$ cat src/rtl/wrprot_pkg.sv
package wrprot_pkg;
  localparam int STAT_W = 8;

  typedef enum logic [1:0] {
    PROT_NONE = 2'b00,
    PROT_QTR  = 2'b01,
    PROT_HALF = 2'b10,
    PROT_ALL  = 2'b11
  } prot_e;

  typedef struct packed {
    logic       wpen;
    logic [1:0] bp;
  } nvbits_t;
endpackage

$ cat src/rtl/wel_ctl.sv
module wel_ctl (
  input  logic clk,
  input  logic rst,
  input  logic set_en_i,
  input  logic clr_en_i,
  input  logic busy_i,
  output logic wel_o,
  output logic wip_o
);
  logic cyc_end;
  assign cyc_end = wip_o & ~busy_i;

  always_ff @(posedge clk) begin
    if (rst) begin
      wip_o <= 1'b0;
      wel_o <= 1'b0;
    end else begin
      wip_o <= busy_i;
      if (cyc_end | clr_en_i)
        wel_o <= 1'b0;
      else if (set_en_i)
        wel_o <= 1'b1;
    end
  end


  wel_drop_chk: assert property (@(posedge clk) disable iff (rst)
    $fell(wip_o) |-> !wel_o);


  wel_set_chk: assert property (@(posedge clk) disable iff (rst)
    $past(set_en_i && !clr_en_i && !(wip_o && !busy_i)) |-> wel_o);
endmodule

$ cat src/rtl/nv_store.sv
module nv_store
  import wrprot_pkg::*;
#(
  parameter logic       RST_WPEN = 1'b0,
  parameter logic [1:0] RST_BP   = 2'b00
) (
  input  logic    clk,
  input  logic    rst,
  input  logic    commit_i,
  input  nvbits_t data_i,
  output nvbits_t nv_o
);
  always_ff @(posedge clk) begin
    if (rst) begin
      nv_o.wpen <= RST_WPEN;
      nv_o.bp   <= RST_BP;
    end else if (commit_i) begin
      nv_o <= data_i;
    end
  end


  nv_hold_chk: assert property (@(posedge clk) disable iff (rst)
    !$past(commit_i) |-> $stable(nv_o));
endmodule

$ cat src/rtl/range_guard.sv
module range_guard
  import wrprot_pkg::*;
(
  input  logic [1:0] top_i,
  input  prot_e      bp_i,
  output logic       hit_o
);
  always_comb begin
    unique case (bp_i)
      PROT_NONE: hit_o = 1'b0;
      PROT_QTR:  hit_o = &top_i;
      PROT_HALF: hit_o = top_i[1];
      default:   hit_o = 1'b1;
    endcase
  end
endmodule

$ cat src/rtl/wrprot_unit.sv
module wrprot_unit
  import wrprot_pkg::*;
#(
  parameter int         ADDR_W   = 10,
  parameter logic       RST_WPEN = 1'b0,
  parameter logic [1:0] RST_BP   = 2'b00
) (
  input  logic              clk,
  input  logic              rst,
  input  logic              set_en_i,
  input  logic              clr_en_i,
  input  logic              stat_wr_i,
  input  logic [STAT_W-1:0] stat_data_i,
  input  logic              busy_i,
  input  logic              wp_n_i,
  input  logic [ADDR_W-1:0] addr_i,
  output logic [STAT_W-1:0] status_o,
  output logic              arr_ok_o,
  output logic              stat_ok_o
);
  localparam int TOP_LSB = ADDR_W - 2;

  logic    wel, wip, hw_lock, stat_perm, arr_perm, hit, commit;
  nvbits_t nv, nv_next;
  logic    unused_bits;

  assign unused_bits = ^{stat_data_i[6:4], stat_data_i[1:0], addr_i[TOP_LSB-1:0]};

  wel_ctl u_wel (
    .clk(clk), .rst(rst), .set_en_i(set_en_i), .clr_en_i(clr_en_i),
    .busy_i(busy_i), .wel_o(wel), .wip_o(wip)
  );

  assign hw_lock   = nv.wpen & ~wp_n_i;
  assign stat_perm = wel & ~wip & ~hw_lock;
  assign commit    = stat_wr_i & stat_perm;
  assign nv_next   = '{wpen: stat_data_i[7], bp: stat_data_i[3:2]};

  nv_store #(.RST_WPEN(RST_WPEN), .RST_BP(RST_BP)) u_nv (
    .clk(clk), .rst(rst), .commit_i(commit), .data_i(nv_next), .nv_o(nv)
  );

  range_guard u_rng (
    .top_i(addr_i[ADDR_W-1:TOP_LSB]), .bp_i(prot_e'(nv.bp)), .hit_o(hit)
  );

  assign arr_perm = wel & ~wip & ~hit;

  always_ff @(posedge clk) begin
    if (rst) begin
      arr_ok_o  <= 1'b0;
      stat_ok_o <= 1'b0;
    end else begin
      arr_ok_o  <= arr_perm;
      stat_ok_o <= stat_perm;
    end
  end

  assign status_o = {nv.wpen, 3'b000, nv.bp, wel, wip};


  arr_needs_wel_chk: assert property (@(posedge clk) disable iff (rst)
    arr_ok_o |-> $past(wel && !wip));


  all_locked_chk: assert property (@(posedge clk) disable iff (rst)
    ($past(nv.bp) == 2'b11) |-> !arr_ok_o);
endmodule

$ cat config.mk
export PLATFORM = sky130hd
export DESIGN_NAME = wrprot_unit
export DESIGN_NICKNAME = d
export VERILOG_FILES = /design/src/rtl/wrprot_pkg.sv /design/src/rtl/wel_ctl.sv /design/src/rtl/nv_store.sv /design/src/rtl/range_guard.sv /design/src/rtl/wrprot_unit.sv
export SDC_FILE = /design/constraint.sdc
export NUM_CORES = 1
export LEC_CHECK = 0
export BUFFER_PORTS_ARGS = -buffer_cell sky130_fd_sc_hd__buf_4
export CORE_AREA = 2 2 39 41
export CTS_BUF_LIST = sky130_fd_sc_hd__clkbuf_2
export DETAILED_ROUTE_END_ITERATION = 10
export DIE_AREA = 0 0 41 43
export SLEW_MARGIN = 15
export SYNTH_ARGS = -nofsm -noshare
export SYNTH_HDL_FRONTEND = slang
export SYNTH_HIERARCHICAL = 1
export SYNTH_SLANG_ARGS = --single-unit
$ cat constraint.sdc
create_clock -name clk -period 2.07 [get_ports clk]
set_input_delay 0 -clock clk [delete_from_list [all_inputs] [get_ports clk]]
set_output_delay 0 -clock clk [all_outputs]
set_load 0.02 [all_outputs]
Word-level counts from Yosys, hierarchy flattened
Cells that the tools add are included.

Flip-flop bits (word level): 7. Bits of input ports: 25. Output and inout bits: 10. Word-level logic and storage cells: 24.

Equality and inequality tests: 2. Muxes and demuxes: 1. Bitwise logic cells: 12. Reductions and logical operators: 3.

Operators by type and width (count): AND 1 bit (6); NOT 1 bit (5); one-hot mux 1 bit (3 select lines) (1); equality test 2 x 1 -> 1 bit, second input constant (1); equality test 2 bit, second input constant (1); logical NOT 2 bit (1); AND reduction 2 bit (1); OR reduction 2 bit (1); bitwise OR 1 bit (1).

Depth between registers and ports, before layout
Word-level depth: 5. Depth in mapped cells: 4. Mapped depth without buffers: 4.

Hierarchy
Netlist, hierarchy kept.

By module, submodules not included: wrprot_unit (times used 1, cells each 13, area each 141.4 sq um, sequential area each 40.0 sq um); nv_store (times used 1, cells each 9, area each 101.3 sq um, sequential area each 60.1 sq um); wel_ctl (times used 1, cells each 6, area each 66.3 sq um, sequential area each 40.0 sq um); range_guard (times used 1, cells each 3, area each 13.8 sq um, sequential area each 0.0 sq um).

Worst setup path after synthesis
Ideal clock, no wire load.

Path type: reg-to-reg. From: register u_nv/nv_o[2] (netlist bit). To: register u_nv/nv_o[0] (netlist bit). Library setup time: 0.114 ns. Data arrival time: 1.059 ns. Required time: 1.956 ns. Setup slack: 0.897 ns. Stages on the path, launching flop included: 5. Path buffers: 0. Clock period less this slack: 1.173 ns. Cell sequence: dfxtp_1 > nor2b_4 > nor3b_2 > mux2i_1 > nor2_1.

Longest elaborated chain between the ends: 4.

RTL lines: start: declaration (line nv_store.sv:11) `output nvbits_t nv_o`; start signal: assignment (line nv_store.sv:18) `nv_o <= data_i;`; AND 1 bit (line wrprot_unit.sv:34) `assign hw_lock = nv.wpen & ~wp_n_i;`; NOT 1 bit (line wrprot_unit.sv:35) `assign stat_perm = wel & ~wip & ~hw_lock;`; AND 1 bit (line wrprot_unit.sv:35); AND 1 bit (line wrprot_unit.sv:36) `assign commit = stat_wr_i & stat_perm;`; via commit (line wrprot_unit.sv:23) `logic wel, wip, hw_lock, stat_perm, arr_perm, hit, commit;`.

The timed path passes the listed nets, and every way through them passes these cells. A chain may end at the register's enable or synchronous reset.

Worst setup path in the final report
From: register u_wel.wip_o. To: register u_nv/nv_o[1] (netlist bit).

Longest elaborated chain between the ends: 4.

RTL lines: start: declaration (line wel_ctl.sv:8) `output logic wip_o`; start signal: assignment (line wel_ctl.sv:18) `wip_o <= busy_i;`; NOT 1 bit (line wrprot_unit.sv:35); AND 1 bit (2 in a row) (line wrprot_unit.sv:35); AND 1 bit (line wrprot_unit.sv:36); via commit (line wrprot_unit.sv:23).

The timed path passes the listed nets, and every way through them passes these cells.

==> impl_results.md <==
* Outcome: finished clean
* RSZ-0062 raised after global routing: false
* # DRC at 0
* Mapped Cells at 31
* Area growth syn-to-layout at 51.16%
* Buf/Inv on CP at 0
* Yosys cell types at 14
* Top post-synthesis cells by area: dfxtp_1 (43%), buf_4 (12%), mux2i_1 (9.3%)
* Total Negative Setup Slacks at 0 ns
* Fillers at 157
* Final Hold Vio Count at 0
* # Max-Cap Violations at 0
* DR WL/cell at ~8.6 µm
* Design area at just under 500 µm²
* CTS Hold Bufs at 2
* Pin count of the biggest net entering global routing at 8
* Post-Syn Area per Cell at 10.41 µm²
* Final hold slack at between 0.01 and 0.015 ns
* Vias per cell at a little under 4
* Worst vdd rail ir drop at about 0.00028 V
* Hold/Removal Path Class: in -> reg
* H-tree depth at 1
* PD cells at about 590 nW/µm²
* Gpl congestion at approximately 0.56
* CORE AREA at approximately 1400 µm²
* CTS tree: yes
* N_diodes at 0
* Crit path max-delay family: simple AND/OR/NAND/NOR gates
* Initial DRC count at 0
* Initial antenna violation count at 0
* Top post-synthesis cells by count: dfxtp_1 (7), buf_4 (5), nor2_1 (5)
* GRT Resource Usage Total at 8.770%
* Yosys warns at 6
* Detailed-route wire length at 582 µm
* Synth area leader: dfxtp_1
* Cell area after synthesis at roughly 320 µm²
* Antenna viol nets, final at 0
* P_leak at 0.2262 nW
* Total Power at approximately 0.29 mW
* Setup bufs post-CTS at 0
* Final Skew at about 0.00045 ns
* Cts repair resizes at 0
* Gr ovfl total at 0
* Root Driver: clkbuf_2
* Vias in the first global route at about 240
* Post-layout nets at 78
* Global-route wire length before repair at approximately 930 µm
* Via count at between 200 and 300
* Final setup vio count at 0
* CTS max path bufs at 2
* #FFs+latches synth at 7
* Pre-Repair DR Iteration Count at 1
* Most frequent cell after synthesis: dfxtp_1
* Fmax at roughly 840 MHz
* WS Path Type: reg -> reg
* Data arrival, critical path at 1.31 ns
* Synth Flop Type: dfxtp_1
* Worst-path fanout max at 3
* Placement Cell Area at approximately 450 µm²
* Clock-pin slew on the worst setup and hold paths at ~0.070 ns
* Post-synth EDFFs at 0
* CP Launch Type: flip-flop
* Die Y at around 43 µm
* Skew-Pair Late Insertion Delay at 0.22 ns
* Seq/Total Area, Yosys at between 40% and 50%
* Share of synthesized registers carrying an async set or reset at 0%
* Fin crit period at between 1 and 1.5 ns
* Final period util at between 50% and 60%
* Slew Limit Fails at 0
* Req. time, crit path at roughly 2.2 ns
* Ratio of cells with drive above 1 in the final layout at 53.85%
* # clock sinks at 7
* CP max stage delay at approximately 0.33 ns
* Critical-path top delay cell: dfxtp_1
* Critical Path, Cell by Cell: nand2b_4 -> nor3b_2 -> mux2i_1 -> nor2_1
* Post-synth top area share at between 40% and 50%
* Initial Util at 23.33%
* Setup crit end kind: flip-flop
* Cell Rows at 14
* Number of buffers added on ports at 18
* Die footprint at about 1800 µm²
* Num CTS Buffers at 3
* I/O Pins at 35
* Die Wd at around 40 µm
-- cell type report --
class                      count  area (µm²)  area share [%]
timing repair buffer          20       155.1           31.79
tap                           16       20.02           4.103
inverter                       1       3.754          0.7692
clock buffer                   4       20.02           4.103
multi-input combinational     20       148.9           30.51
sequential                     7       140.1           28.72
-- worst min-delay path: cells and delay by family --
family / cells / cell delay, ns
and+or+nand+nor: 1 / 0.07
buffers and inverters: 1 / 0.07
muxes: 1 / 0.05
-- sequential cells by signal, indices dropped and copies added (netlist names) --
signal / count
u_wel/wip_o: 1
arr_ok_o: 1
stat_ok_o: 1
u_nv/nv_o: 3
u_wel/wel_o: 1
-- metrics by stage --
step | setup WS [ns] | utilization, % | cells
4_1_cts | 0.8525 | 35.26 | 68
3_5_place_dp | 0.8693 | 32.37 | 62
5_1_grt | 0.7391 | 35.26 | 68
6_report | 0.8742 | 35.26 | 68
3_3_place_gp | 0.8789 | 32.37 | 62
2_1_floorplan | 0.8966 | - | 33
-- final timing paths --
check	startpoint	end	slack, ns	cells after the start
worst max-delay path	u_wel/wip_o$_SDFF_PP0_	u_nv/nv_o[1]$_SDFFE_PP0P_	0.87	4
worst min register to register	u_wel/wip_o$_SDFF_PP0_	u_wel/wel_o$_SDFFE_PP0P_	0.48	1
worst max register to register	u_wel/wip_o$_SDFF_PP0_	u_nv/nv_o[1]$_SDFFE_PP0P_	0.87	4
worst min-delay path	stat_data_i[7]	u_nv/nv_o[2]$_SDFFE_PP0P_	0.01	3
-- cell families (layout without fill, tap and decap cells) --
logic type / Yosys count / in the layout / synth area share [%]
and+or+nand+nor: 12 / 12 / 27.13
buffers and inverters: 6 / 25 / 12.79
muxes: 3 / 3 / 9.303
other: 1 / 3 / 1.162
DFF: 7 / 7 / 43.41
AOI/OAI and AO/OA: 2 / 2 / 6.199
-- placed cells by master (no fill, tap or decap) --
master         instances
nor2_1                 5
nor3_2                 2
o21ai_1                1
inv_1                  1
nand2b_4               1
conb_1                 3
buf_4                 18
dfxtp_1                7
clkbuf_2               4
nor3b_2                1
a2111oi_2              1
nor2b_4                1
mux2i_1                3
nand3_1                1
dlygate4sd3_1          2
nand2_1                1
-- report_power, final --
group          internal, mW  total (mW)  leakage, nW  switching (mW)
Combinational        0.0265      0.0487        0.153          0.0221
Clock                0.0514      0.0964       0.0166          0.0450
Sequential            0.139       0.142       0.0570         0.00303
-- layer usage --
metal	up-vias	global-route usage [%]	share of wire, %
met3	0	7.853	13
met2	13	11.88	51
met5	-	0	0
met1	112	8.143	36
li1	138	-	-
met4	0	6.000	0
Note: power is estimated with default switching activity, not from simulation.
